`src/rtl/vid_irq_pkg.sv`:
```
// Package: shared constants for the video interrupt controller.
// Assumes a byte-wide register port with a two-bit address.
package vid_irq_pkg;
    localparam int REG_AW  = 2;
    localparam int REG_DW  = 8;
    localparam int LINE_W  = 9;
    localparam int NSRC    = 4;
    localparam int CDATA_W = 4;
    localparam int NLATCH  = 3;

    localparam logic [REG_AW-1:0] A_ENABLE = 2'd0;
    localparam logic [REG_AW-1:0] A_STATUS = 2'd1;
    localparam logic [REG_AW-1:0] A_LINE   = 2'd2;

    typedef enum int {
        SRC_VSYNC = 0,
        SRC_LINE  = 1,
        SRC_COLL  = 2,
        SRC_AUDIO = 3
    } src_e;

    localparam int EN_LINE_HI_BIT   = 7;
    localparam int EN_SCAN_HI_BIT   = 6;
endpackage

```
`src/rtl/vid_irq_linecmp.sv`:
```
// Module: raster line compare edge detector.
// Asserts hit for one clock on the first cycle the scanline equals the
// compare line. Assumes both inputs are stable between clock edges.
module vid_irq_linecmp #(
    parameter int LINE_W = 9
) (
    input  logic              clk,
    input  logic              rst_n,
    input  logic [LINE_W-1:0] scanline,
    input  logic [LINE_W-1:0] cmp_line,
    output logic              hit
);
    logic match_now;
    logic match_q;

    // Combinational equality of live scanline and programmed line.
    always_comb match_now = (scanline == cmp_line);

    // Remember last cycle's equality; reset as matched so no hit at release.
    always_ff @(posedge clk) begin
        if (!rst_n) match_q <= 1'b1;
        else        match_q <= match_now;
    end

    // Rising edge of equality.
    always_comb hit = match_now && !match_q;

    p_hit_only_on_new_match_r5: assert property (@(posedge clk) disable iff (!rst_n)
        hit |-> (scanline == cmp_line) && !$past(scanline == cmp_line));
endmodule

```
`src/rtl/vid_irq_status.sv`:
```
// Module: status flags and collision data capture.
// Latched sources set on their event and clear on a write-1 mask; set wins.
// The audio flag is a registered copy of the buffer-low level.
module vid_irq_status #(
    parameter int NSRC    = 4,
    parameter int CDATA_W = 4,
    parameter int NLATCH  = 3
) (
    input  logic               clk,
    input  logic               rst_n,
    input  logic [NLATCH-1:0]  set_ev,
    input  logic [NLATCH-1:0]  clr_mask,
    input  logic [CDATA_W-1:0] coll_data,
    input  logic               audio_low,
    output logic [NSRC-1:0]    flags,
    output logic [CDATA_W-1:0] cdata
);
    import vid_irq_pkg::*;

    logic [NLATCH-1:0]  sticky_q;
    logic               aud_q;
    logic [CDATA_W-1:0] cdata_q;
    logic               coll_take;

    // One sticky flag per latched source.
    for (genvar g = 0; g < NLATCH; g++) begin : g_sticky
        // Set has priority over the software clear.
        always_ff @(posedge clk) begin
            if (!rst_n)            sticky_q[g] <= 1'b0;
            else if (set_ev[g])    sticky_q[g] <= 1'b1;
            else if (clr_mask[g])  sticky_q[g] <= 1'b0;
        end
    end

    // Registered copy of the audio buffer-low level.
    always_ff @(posedge clk) begin
        if (!rst_n) aud_q <= 1'b0;
        else        aud_q <= audio_low;
    end

    // Capture collision data only when the flag is free or being cleared.
    always_comb coll_take = set_ev[SRC_COLL] && (!sticky_q[SRC_COLL] || clr_mask[SRC_COLL]);

    // Collision data register: load on take, zero on clear, else hold.
    always_ff @(posedge clk) begin
        if (!rst_n)                  cdata_q <= '0;
        else if (coll_take)          cdata_q <= coll_data;
        else if (set_ev[SRC_COLL])   cdata_q <= cdata_q;
        else if (clr_mask[SRC_COLL]) cdata_q <= '0;
    end

    // Assemble outputs.
    always_comb begin
        flags = '0;
        flags[NLATCH-1:0] = sticky_q;
        flags[SRC_AUDIO]  = aud_q;
        cdata = cdata_q;
    end

    p_set_wins_r9: assert property (@(posedge clk) disable iff (!rst_n)
        set_ev[SRC_VSYNC] |=> flags[SRC_VSYNC]);
    p_sticky_hold_r4: assert property (@(posedge clk) disable iff (!rst_n)
        flags[SRC_VSYNC] && !clr_mask[SRC_VSYNC] |=> flags[SRC_VSYNC]);
    p_line_set_r5: assert property (@(posedge clk) disable iff (!rst_n)
        set_ev[SRC_LINE] |=> flags[SRC_LINE]);
    p_cdata_hold_r6: assert property (@(posedge clk) disable iff (!rst_n)
        flags[SRC_COLL] && !clr_mask[SRC_COLL] |=> $stable(cdata));
    p_audio_track_r7: assert property (@(posedge clk) disable iff (!rst_n)
        rst_n |=> flags[SRC_AUDIO] == $past(audio_low));
endmodule

```
`src/rtl/vid_irq_regs.sv`:
```
// Module: register file and read decode.
// Holds the enable mask and the 9-bit compare line, produces the write-1
// clear mask for status, and multiplexes read data. Reads have no side effect.
module vid_irq_regs #(
    parameter int REG_AW  = 2,
    parameter int REG_DW  = 8,
    parameter int LINE_W  = 9,
    parameter int NSRC    = 4,
    parameter int CDATA_W = 4,
    parameter int NLATCH  = 3
) (
    input  logic               clk,
    input  logic               rst_n,
    input  logic [REG_AW-1:0]  reg_addr,
    input  logic               reg_we,
    input  logic [REG_DW-1:0]  reg_wdata,
    output logic [REG_DW-1:0]  reg_rdata,
    input  logic [LINE_W-1:0]  scanline,
    input  logic [NSRC-1:0]    flags,
    input  logic [CDATA_W-1:0] cdata,
    output logic [NSRC-1:0]    enables,
    output logic [LINE_W-1:0]  cmp_line,
    output logic [NLATCH-1:0]  clr_mask
);
    import vid_irq_pkg::*;

    localparam int LOW_W = LINE_W - 1;

    logic [NSRC-1:0]   en_q;
    logic [LINE_W-1:0] cmp_q;
    logic              wr_en_reg;
    logic              wr_line_reg;
    logic              wr_status;

    // Decode write strobes per address.
    always_comb begin
        wr_en_reg   = reg_we && (reg_addr == A_ENABLE);
        wr_status   = reg_we && (reg_addr == A_STATUS);
        wr_line_reg = reg_we && (reg_addr == A_LINE);
    end

    // Enable mask register.
    always_ff @(posedge clk) begin
        if (!rst_n)         en_q <= '0;
        else if (wr_en_reg) en_q <= reg_wdata[NSRC-1:0];
    end

    // Compare line: top bit from enable address, low bits from line address.
    always_ff @(posedge clk) begin
        if (!rst_n) begin
            cmp_q <= '0;
        end else begin
            if (wr_en_reg)   cmp_q[LINE_W-1]  <= reg_wdata[EN_LINE_HI_BIT];
            if (wr_line_reg) cmp_q[LOW_W-1:0] <= reg_wdata[LOW_W-1:0];
        end
    end

    // Write-1 clear mask for the latched sources.
    always_comb clr_mask = wr_status ? reg_wdata[NLATCH-1:0] : '0;

    // Read multiplexer.
    always_comb begin
        reg_rdata = '0;
        case (reg_addr)
            A_ENABLE: begin
                reg_rdata[NSRC-1:0]      = en_q;
                reg_rdata[EN_SCAN_HI_BIT] = scanline[LINE_W-1];
            end
            A_STATUS: reg_rdata = {cdata, flags};
            A_LINE:   reg_rdata = scanline[LOW_W-1:0];
            default:  reg_rdata = '0;
        endcase
    end

    always_comb begin
        enables  = en_q;
        cmp_line = cmp_q;
    end

    p_en_write_r2: assert property (@(posedge clk) disable iff (!rst_n)
        wr_en_reg |=> enables == $past(reg_wdata[NSRC-1:0]));
    p_line_low_write_r3: assert property (@(posedge clk) disable iff (!rst_n)
        wr_line_reg |=> cmp_line[LOW_W-1:0] == $past(reg_wdata[LOW_W-1:0]));
    p_status_write_keeps_en_r2: assert property (@(posedge clk) disable iff (!rst_n)
        wr_status |=> $stable(enables) && $stable(cmp_line));
endmodule

```
`src/rtl/vid_irq_ctrl.sv`:
```
// Module: top of the four-source video interrupt controller.
// Connects the line comparator, the status flags and the register file and
// drives one active-high interrupt request. Assumes event pulses are one
// clock wide and all inputs are synchronous to clk.
module vid_irq_ctrl (
    input  logic       clk,
    input  logic       rst_n,
    input  logic [1:0] reg_addr,
    input  logic       reg_we,
    input  logic [7:0] reg_wdata,
    output logic [7:0] reg_rdata,
    input  logic [8:0] scanline,
    input  logic       vsync_pulse,
    input  logic       coll_pulse,
    input  logic [3:0] coll_data,
    input  logic       audio_low,
    output logic       irq
);
    import vid_irq_pkg::*;

    logic [NSRC-1:0]    flags;
    logic [CDATA_W-1:0] cdata;
    logic [NSRC-1:0]    enables;
    logic [LINE_W-1:0]  cmp_line;
    logic [NLATCH-1:0]  clr_mask;
    logic [NLATCH-1:0]  set_ev;
    logic               line_hit;

    vid_irq_linecmp #(.LINE_W(LINE_W)) u_linecmp (
        .clk      (clk),
        .rst_n    (rst_n),
        .scanline (scanline),
        .cmp_line (cmp_line),
        .hit      (line_hit)
    );

    // Gather the set events of the latched sources in status bit order.
    always_comb begin
        set_ev            = '0;
        set_ev[SRC_VSYNC] = vsync_pulse;
        set_ev[SRC_LINE]  = line_hit;
        set_ev[SRC_COLL]  = coll_pulse;
    end

    vid_irq_status #(
        .NSRC    (NSRC),
        .CDATA_W (CDATA_W),
        .NLATCH  (NLATCH)
    ) u_status (
        .clk       (clk),
        .rst_n     (rst_n),
        .set_ev    (set_ev),
        .clr_mask  (clr_mask),
        .coll_data (coll_data),
        .audio_low (audio_low),
        .flags     (flags),
        .cdata     (cdata)
    );

    vid_irq_regs #(
        .REG_AW  (REG_AW),
        .REG_DW  (REG_DW),
        .LINE_W  (LINE_W),
        .NSRC    (NSRC),
        .CDATA_W (CDATA_W),
        .NLATCH  (NLATCH)
    ) u_regs (
        .clk       (clk),
        .rst_n     (rst_n),
        .reg_addr  (reg_addr),
        .reg_we    (reg_we),
        .reg_wdata (reg_wdata),
        .reg_rdata (reg_rdata),
        .scanline  (scanline),
        .flags     (flags),
        .cdata     (cdata),
        .enables   (enables),
        .cmp_line  (cmp_line),
        .clr_mask  (clr_mask)
    );

    // Request is any enabled, set status flag.
    always_comb irq = |(flags & enables);

    p_irq_needs_enable_r8: assert property (@(posedge clk) disable iff (!rst_n)
        irq |-> (enables != '0) && (flags != '0));
    p_vsync_latches_disabled_r8: assert property (@(posedge clk) disable iff (!rst_n)
        vsync_pulse |=> reg_addr != A_STATUS || reg_rdata[SRC_VSYNC]);
endmodule

```
`config.mk`:
```
export PLATFORM = sky130hd
export DESIGN_NAME = vid_irq_ctrl
export DESIGN_NICKNAME = d
export VERILOG_FILES = /design/src/rtl/vid_irq_pkg.sv /design/src/rtl/vid_irq_linecmp.sv /design/src/rtl/vid_irq_status.sv /design/src/rtl/vid_irq_regs.sv /design/src/rtl/vid_irq_ctrl.sv
export SDC_FILE = /design/constraint.sdc
export NUM_CORES = 1
export LEC_CHECK = 0
export BUFFER_PORTS_ARGS = -buffer_cell sky130_fd_sc_hd__clkbuf_2
export CAP_MARGIN = 20
export CORE_MARGIN = 2
export CORE_UTILIZATION = 35
export DETAILED_ROUTE_END_ITERATION = 12
export PLACE_DENSITY_LB_ADDON = 0.2
export SLEW_MARGIN = 20
export SYNTH_ARGS = -nofsm -noshare
export SYNTH_HDL_FRONTEND = slang
export SYNTH_HIERARCHICAL = 1
export SYNTH_SLANG_ARGS = --single-unit
```
`constraint.sdc`:
```
create_clock -name clk -period 1.3 [get_ports clk]
set_input_delay 0.26 -clock clk [delete_from_list [all_inputs] [get_ports clk]]
set_output_delay 0.26 -clock clk [all_outputs]
set_load 0.01 [all_outputs]
```
==> impl_metrics.json, run 1 <==
{
  "drv_slew": 0,
  "finalSetupViolCount": 9,
  "rsz0062_at_grt": "true",
  "multiInputGateArea_sq_um": 750.7,
  "crit_top_cell": "clkbuf_2",
  "fin_skew_ns": 0.0008452,
  "maxCapViolations": 0,
  "cellLeakagePower_uw": 0.0006794,
  "ioPinCount": 38,
  "root_buffer": "clkbuf_4",
  "yosysWarnings": 6,
  "crit_chain": "clkbuf_2 > buf_6 > ha_4 > a222oi_1 > nor2_1 > clkbuf_2",
  "drc": 0,
  "worstSetupEndpointType": "output pin",
  "drt-pass1-iter-count": 4,
  "dpl.cell_count": 216,
  "die_area_sq_mm": 0.003947,
  "portBuffers": 37,
  "crit_type": "in -> out",
  "worstMarginPinSlew_ns": 0.4265,
  "synth_fa_ha_area_frac": 0.04132,
  "power.density_mw_per_mm2": 873.8,
  "critPathMaxFanout": 6,
  "vias_per_cell": 5.102,
  "clock_sinks": 22,
  "tritoncts": "built",
  "post_layout_nonfiller_instances": 226,
  "hp-class": "in -> reg",
  "rrSetupSlack_ns": 0.17,
  "diodes": 0,
  "cts_buffer_depth": 2,
  "postLayoutCoreUtil": 0.4826,
  "violations": "setup timing",
  "ys_seq_area_frac": 0.3636,
  "clock.fmax_mhz": 671.2,
  "grt_pass1_wl_um": 5299,
  "drt-total-wl_um": 3142,
  "dpl.hpwl_um": 2319,
  "syn_to_final_growth_pct": 32.95,
  "relSlewSlack": 0.7154,
  "syn_area_per_cell_sq_um": 8.906,
  "cp.required_ns": 1.04,
  "n_fill_cell": 357,
  "postRouteAntennaNets": 0,
  "synthFlopType": "dfxtp_1",
  "routabilityCongestion": 0.8644,
  "netlist_area_sq_mm": 0.001211,
  "synth_edf_count": 0,
  "wl_per_cell_um": 13.90,
  "cts_buffers": 3,
  "startpoint_type": "primary input",
  "start_util": 0.3630,
  "synthSimpleGateAreaFrac": 0.1694,
  "synth_top_family_by_area": "compound AO/OA/AOI/OAI gates",
  "die_y_um": 62.83,
  "setup_tns_ns": -1.053,
  "ys_types": 26,
  "max_stage_delay_ns": 0.35,
  "antenna_found_initial": 0,
  "hold_viol": 0,
  "rr_endpoint": "u_status/flags[1]$_SDFFE_PN0P_",
  "synth.area.mux_share": 0,
  "grt_max_degree": 17,
  "cp_slowest_cell": "a222oi_1",
  "core_sq_mm": 0.003337,
  "post-route-period-util": 1.146,
  "clkTransAtPathRegs_ns": 0.12,
  "run_status": "finished, violations left",
  "num_rows": 21,
  "drt_iter0_drc": 72,
  "pre_cts_slack_ns": -0.2493,
  "synth-compound-area-share": 0.2924,
  "grtUsageTotal": 0.1653,
  "synth_nets": 169,
  "gr-total-overflow": 0,
  "htree_num_levels": 1,
  "seqCellArea_sq_um": 445.4,
  "nNetsFinal": 214,
  "synthCells": 136,
  "grt_pass1_vias": 1122,
  "peakVddDrop_mv": 0.5150,
  "crit_end": "reg_rdata[6]",
  "dr_total_vias": 1153,
  "async_reset_ff_frac": 0,
  "critical_path_arrival_ns": 1.23,
  "crit_start": "reg_addr[1]",
  "layout-drive-gt1-share": 0.4667,
  "r2r_start": "u_regs/cmp_line[0]$_SDFFE_PN0P_",
  "die_w_um": 62.83,
  "min_from": "audio_low",
  "clock_latency_ns": 0.30,
  "synth-seq-cells": 22,
  "post-route-min-period_ns": 1.490,
  "fin_ws_ns": -0.1899,
  "reg2regPathDepth": 4,
  "synth-xor-area-share": 0.06508
}
[registers in the layout, summed over array words and instances (netlist names)]
name / count
u_linecmp/match_q: 1
u_regs/enables: 4
u_status/aud_q: 1
u_regs/cmp_line: 9
u_status/flags: 3
u_status/cdata: 4
[stage by stage]
step	cell area [sq um]	total power, uW	hold WS (ns)
CTS	1598	1417	0.1488
detailed placement	1454	1008	0.4639
global route	1610	1489	0.1363
floorplan	1229	901.9	0.3311
finish	1610	1407	0.1580
global placement	1454	1003	0.4677
[final cells by class]
type                       instances  area share
tap                               46     0.03574
inverter                           4     0.01088
clock buffer                       4     0.02253
sequential                        22      0.2766
timing repair buffer              50      0.1880
multi-input combinational        100      0.4662
[cell usage after synthesis, drive strengths merged, types with 5 or more instances]
| cell type | n | area, sq um |
|---|---|---|
| dfxtp | 22 | 440.4 |
| nand3 | 14 | 70.07 |
| a21bo | 13 | 130.1 |
| a21oi | 13 | 65.06 |
| nand2 | 10 | 37.54 |
| buf | 9 | 63.81 |
| xnor2 | 9 | 78.83 |
| nor2 | 6 | 22.52 |
| a222oi | 5 | 50.05 |
| a22oi | 5 | 37.54 |
| nor2b | 5 | 31.28 |
[what timing repair did]
item	CTS	global route
setup endpoints to repair	9	9
pin swaps	7	5
endpoints found under the hold margin	0	0
hold buffers	0	0
buffers inserted	5	1
gates resized for setup	17	2
[kinds of logic (layout without fill, tap and decap cells)]
family / after synthesis / after routing
buf+inv: 14 / 58
fa+ha+maj: 4 / 4
compound gates: 46 / 46
flops: 22 / 22
xor+xnor: 9 / 9
simple gates: 41 / 41
[critical path, delay by kind of cell]
family	cells	cell delay (ns)
compound gates	1	0.35
fa+ha+maj	1	0.17
simple gates	1	0.09
buf+inv	3	0.36
[worst min path at each step]
stage                     depth (start not counted)                        endpoint
after floorplan                                   1    u_linecmp/match_q$_SDFF_PN1_
after global placement                            2       u_status/aud_q$_SDFF_PN0_
after detailed placement                          2  u_status/cdata[1]$_SDFFE_PN0P_
after CTS                                         2       u_status/aud_q$_SDFF_PN0_
after global routing                              2       u_status/aud_q$_SDFF_PN0_
final                                             2       u_status/aud_q$_SDFF_PN0_
[routing by layer]
layer,up-vias,share of wire,GRT usage,routed length (um)
met4,0,0.0048,0.04167,15
met3,2,0.058,0.03243,183
li1,581,-,-,-
met2,32,0.48,0.2876,1512
met1,538,0.46,0.2084,1430
met5,-,0,0,0
[where the power goes]
group / internal (uW) / total, uW / switching (uW)
combinational: 153 / 308 / 155
sequential: 704 / 724 / 20.4
clock: 171 / 375 / 204
total: 1030 / 1410 / 380
[cell usage in the layout (no fill, tap or decap), types with 4 or more instances in the layout]
cell type,count
nand2_1,10
dfxtp_1,18
buf_4,10
clkbuf_2,36
nor2b_1,5
nor2_1,6
a21bo_2,13
o22ai_1,4
a22oi_2,5
nand3_1,14
a21oi_1,13
a222oi_1,5
dfxtp_2,4
xnor2_1,9
(Power assumes the default switching activity.)
==> inputs of run 2 (changes only) <==
Settings changed: SLEW_MARGIN 20 to default.
Clock period 1.3 ns to 1.5 ns, I/O delays scaled along.
==> run 2 against run 1 <==
The flow still finishes with violations (setup timing). Flip-flop and latch count is the same. Power shrank 14%. Global-route usage grew 0.58 points. Non-clock buffer count shrank 1. Via count shrank 0.35%. First-iteration DRC count shrank 38%. Largest power group unchanged. Highest routed layer unchanged.
==> impl_metrics.json, run 2 (same netlist as run 1, synthesis figures left out) <==
{
  "postLayoutCoreUtil": 0.4769,
  "core_sq_mm": 0.003337,
  "crit_chain": "a222oi_1 > nor2_1 > clkbuf_2",
  "ioPinCount": 38,
  "peakVddDrop_mv": 0.3052,
  "mostFrequentLayoutCell": "clkbuf_2",
  "worstSetupEndpointType": "output pin",
  "routabilityCongestion": 0.8273,
  "num_rows": 21,
  "run_status": "finished, violations left",
  "violations": "setup timing",
  "clock_sinks": 22,
  "crit_cells": 3,
  "post-route-period-util": 1.005,
  "postRouteAntennaNets": 0,
  "finalSetupViolCount": 1,
  "drc": 0,
  "die_y_um": 62.83,
  "fin_skew_ns": 0.006636,
  "die_area_sq_mm": 0.003947,
  "power.density_mw_per_mm2": 763.9,
  "drv_slew": 0,
  "crit_type": "reg -> out",
  "cts_buffers": 3,
  "rsz0062_at_grt": "true",
  "hp-class": "in -> reg",
  "wl_per_cell_um": 14.15,
  "tritoncts": "built",
  "vias_per_cell": 5.107,
  "clock.fmax_mhz": 663.1,
  "critPathMaxFanout": 3,
  "die_w_um": 62.83,
  "gr-total-overflow": 0,
  "syn_to_final_growth_pct": 31.41,
  "grt_pass1_wl_um": 5375,
  "dr_total_vias": 1149,
  "critical_path_arrival_ns": 1.21,
  "final_cell_mix": "clkbuf_2, dfxtp_1, nand3_1, a21bo_2, a21oi_1",
  "cellLeakagePower_uw": 0.0006754,
  "worstMarginPinSlew_ns": 0.4548,
  "grt_max_degree": 17,
  "grtUsageTotal": 0.1710,
  "crit_buf_inv": 1,
  "fin_ws_ns": -0.008151,
  "grt_pass1_vias": 1155,
  "clock_latency_ns": 0.30,
  "cts_buffer_depth": 2,
  "startpoint_type": "register",
  "max_stage_delay_ns": 0.35,
  "antenna_found_initial": 0,
  "cp_slowest_cell": "dfxtp_2",
  "dpl.hpwl_um": 2367,
  "drt_iter0_drc": 45,
  "totalPowerFinal_uw": 1216,
  "fin_hold_ws_ns": 0.2020,
  "relSlewSlack": 0.6965,
  "diodes": 0,
  "htree_num_levels": 1,
  "holdPathStages": 2,
  "hold_viol": 0,
  "drt-pass1-iter-count": 4,
  "start_util": 0.3630,
  "root_buffer": "clkbuf_4",
  "largest_register_ffs": 9,
  "maxCapViolations": 0,
  "clkTransAtPathRegs_ns": 0.12,
  "pre_cts_slack_ns": -0.1337,
  "setup_tns_ns": -0.008151,
  "critical_path.top_delay_family": "flip-flops",
  "nNetsFinal": 213,
  "n_fill_cell": 357,
  "cp.required_ns": 1.20,
  "drt-total-wl_um": 3183,
  "layout-drive-gt1-share": 0.4525,
  "reg2regPathDepth": 4,
  "post-route-min-period_ns": 1.508,
  "portBuffers": 37
}
-- run 2: cell types whose count changed in the layout (fill, tap and decap cells not counted), sizes merged --
cell	previous run	this run
buf	13	15
clkbuf	41	38
-- run 2: timing repair --
item | CTS | global route
buffers inserted | 2 | 1
pin swaps | 6 | 5
endpoints found under the setup margin | 8 | 7
hold buffers | 0 | 0
resized for setup | 12 | 11
-- run 2: worst paths after layout --
check	from	to	slack, ns
worst max register to register	u_regs/cmp_line[0]$_SDFFE_PN0P_	u_status/flags[1]$_SDFFE_PN0P_	0.33
worst max-delay path	u_regs/enables[2]$_SDFFE_PN0P_	reg_rdata[2]	-0.008
worst min register to register	u_status/cdata[2]$_SDFFE_PN0P_	u_status/cdata[2]$_SDFFE_PN0P_	0.48
worst min-delay path	audio_low	u_status/aud_q$_SDFF_PN0_	0.20
-- run 2: stage by stage --
step                      cells  instance area, sq um
after floorplan             136                  1211
after global placement      218                  1454
after detailed placement    218                  1454
after CTS                   224                  1562
after global routing        225                  1592
final                       225                  1592
-- run 2: metal layers --
metal  vias to the layer above  GRT usage  wire [um]
li1                        574          -          -
met3                         2    0.02342        155
met1                       528     0.2411       1509
met2                        45     0.2702       1499
met4                         0    0.05278         19
met5                         -          0          0
-- run 2: area by class of cell --
class / count / area (sq um) / area share
clock buffers: 4 / 36.28 / 0.02280
inverters: 4 / 20.02 / 0.01258
repair buffers: 49 / 295.3 / 0.1855
well taps: 46 / 57.56 / 0.03616
multi-input cells: 100 / 735.7 / 0.4623
flip-flops and latches: 22 / 446.7 / 0.2807
-- run 2: worst register-to-register path, delay by kind of cell, from the launching register on --
kind | cells | cell delay, ns
flops | 1 | 0.34
compound gates | 1 | 0.15
xor+xnor | 1 | 0.22
simple gates | 2 | 0.41
-- run 2: where the power goes --
| part | switching [uW] | leakage [uW] | internal (uW) | total [uW] |
|---|---|---|---|---|
| Clock | 177 | 0.0000210 | 148 | 325 |
| Combinational | 134 | 0.000472 | 131 | 265 |
| Sequential | 15.6 | 0.000182 | 610 | 626 |
| Total | 327 | 0.000675 | 889 | 1220 |
==> inputs of run 3 (changes only) <==
Settings changed: CORE_UTILIZATION 35 to 45.
Clock period 1.5 ns to 1.3 ns, I/O delays scaled along.
==> run 3 against run 2 <==
The flow still finishes with violations (setup timing). Hold slack got worse by 0.061 ns. Flip-flop and latch count stayed put. Combinational power up 25%. Die area shrank 21%. Core utilization is 18 points higher. Design area up 4.1%. Non-clock buffer count increased by 6. First-iteration DRC count is 36% higher. Via count up 3.7%. Register-to-register slack worse by 0.14 ns. Sequential power increased by 16%. Sequential share of layout area shrank 1.1 points.
==> impl_metrics.json, run 3 (same netlist as run 1, synthesis figures left out) <==
{
  "run_status": "finished, violations left",
  "violations": "setup timing",
  "drc": 0,
  "fin_skew_ns": 0.01155,
  "num_rows": 18,
  "min_from": "audio_low",
  "dpl.cell_count": 201,
  "start_util": 0.4802,
  "cts_buffer_depth": 2,
  "clock_latency_ns": 0.31,
  "hold_viol": 0,
  "peakVddDrop_mv": 0.5854,
  "worstMarginPinSlew_ns": 0.4022,
  "postRouteAntennaNets": 0,
  "fin_hold_ws_ns": 0.1406,
  "clock.fmax_mhz": 660.2,
  "die_w_um": 55.88,
  "largest_register_ffs": 9,
  "grtUsageTotal": 0.2074,
  "die_y_um": 55.88,
  "htree_num_levels": 1,
  "grt_pass1_wl_um": 5195,
  "core_sq_mm": 0.002522,
  "antenna_found_initial": 0,
  "rsz0062_at_grt": "true",
  "vias_per_cell": 5.540,
  "final_area_sq_mm": 0.001657,
  "seqPwrFrac": 0.504,
  "post_layout_nonfiller_instances": 215,
  "dpl-instance-area_sq_mm": 0.001441,
  "relSlewSlack": 0.7316,
  "final_cell_mix": "clkbuf_2, dfxtp_1, nand3_1, a21bo_2, a21oi_1",
  "dr_total_vias": 1191,
  "grt_max_degree": 15,
  "ioPinCount": 38,
  "swShare": 0.2703,
  "routabilityCongestion": 0.9233,
  "root_buffer": "clkbuf_4",
  "drt_iter0_drc": 61,
  "setup_tns_ns": -1.240,
  "portBuffers": 37,
  "nNetsFinal": 219,
  "mostFrequentLayoutCell": "clkbuf_2",
  "clkTransAtPathRegs_ns": 0.13,
  "drt-total-wl_um": 3194,
  "fin_ws_ns": -0.2148,
  "gr-total-overflow": 0,
  "layout-drive-gt1-share": 0.4811,
  "clock_sinks": 22,
  "startpoint_type": "primary input",
  "tritoncts": "built",
  "diodes": 0,
  "post-route-min-period_ns": 1.515,
  "drv_slew": 0,
  "wl_per_cell_um": 14.86,
  "r2r_start": "u_regs/cmp_line[0]$_SDFFE_PN0P_",
  "cellLeakagePower_uw": 0.0007162,
  "drt-pass1-iter-count": 5,
  "critPathMaxFanout": 5,
  "crit_type": "in -> out",
  "dpl.hpwl_um": 2271,
  "finalSetupViolCount": 9,
  "crit_start": "reg_addr[1]",
  "cts_buffers": 3,
  "hp-class": "in -> reg",
  "syn_to_final_growth_pct": 36.78,
  "worstSetupEndpointType": "output pin",
  "critical_path_arrival_ns": 1.25,
  "internal_power_uw": 1047,
  "die_area_sq_mm": 0.003123,
  "p_clk_frac": 0.264,
  "maxCapViolations": 0,
  "p_sw_uw": 388.0,
  "power.density_mw_per_mm2": 866.3,
  "grt_pass1_vias": 1137,
  "post-route-period-util": 1.165,
  "pwr-share-comb": 0.231,
  "cp.required_ns": 1.04
}
## run 3: what timing repair did
action                                  in CTS  in global routing
pin swaps                                    6                  6
endpoints found under the hold margin        0                  0
hold buffers                                 0                  0
gates resized for setup                     14                 17
cloned                                       0                  0
setup buffers                                5                  5
endpoints found under the setup margin       9                  9
## run 3: cell type report
class,instances,area (sq um)
inverters,4,20.02
multi-input cells,100,745.7
repair buffers,55,370.4
flip-flops and latches,22,446.7
fillers,229,865.8
well taps,30,37.54
clock buffers,4,36.28
## run 3: metal layers
metal  vias to the layer above  global-route usage  wire (um)
met1                       554              0.2571       1434
met4                         0             0.08163         37
met3                         4             0.02326        183
met2                        41              0.3656       1539
met5                         -                   0          0
li1                        592                   -          -
## run 3: final timing paths
kind	cells past startpoint	slack, ns	end
worst max-delay path	7	-0.21	reg_rdata[1]
worst min register to register	2	0.51	u_status/cdata[3]$_SDFFE_PN0P_
worst min-delay path	2	0.14	u_status/aud_q$_SDFF_PN0_
worst max register to register	4	0.19	u_status/flags[1]$_SDFFE_PN0P_
## run 3: stage by stage
step             util  worst slack [ns]  total power [uW]
4_1_cts        0.6240           -0.1690              1418
3_3_place_gp   0.5714           -0.1901              1001
5_1_grt        0.6567           -0.2968              1503
2_1_floorplan       -          0.002691             901.9
3_5_place_dp   0.5714           -0.2632              1009
6_report       0.6567           -0.2148              1435
## run 3: worst max-delay path, cell delays in order
cell	delay, ns
buf_8	0.10
buf_6	0.11
ha_4	0.17
buf_12	0.13
a222oi_1	0.28
nor2_1	0.07
clkbuf_2	0.13
## run 3: power by group through the flow
stage / Combinational [uW] / Sequential, uW / Clock, uW
after floorplan: 171 / 730 / 0
after global placement: 264 / 737 / 0
after detailed placement: 272 / 737 / 0
after CTS: 300 / 723 / 395
after global routing: 361 / 728 / 414
final: 332 / 724 / 379
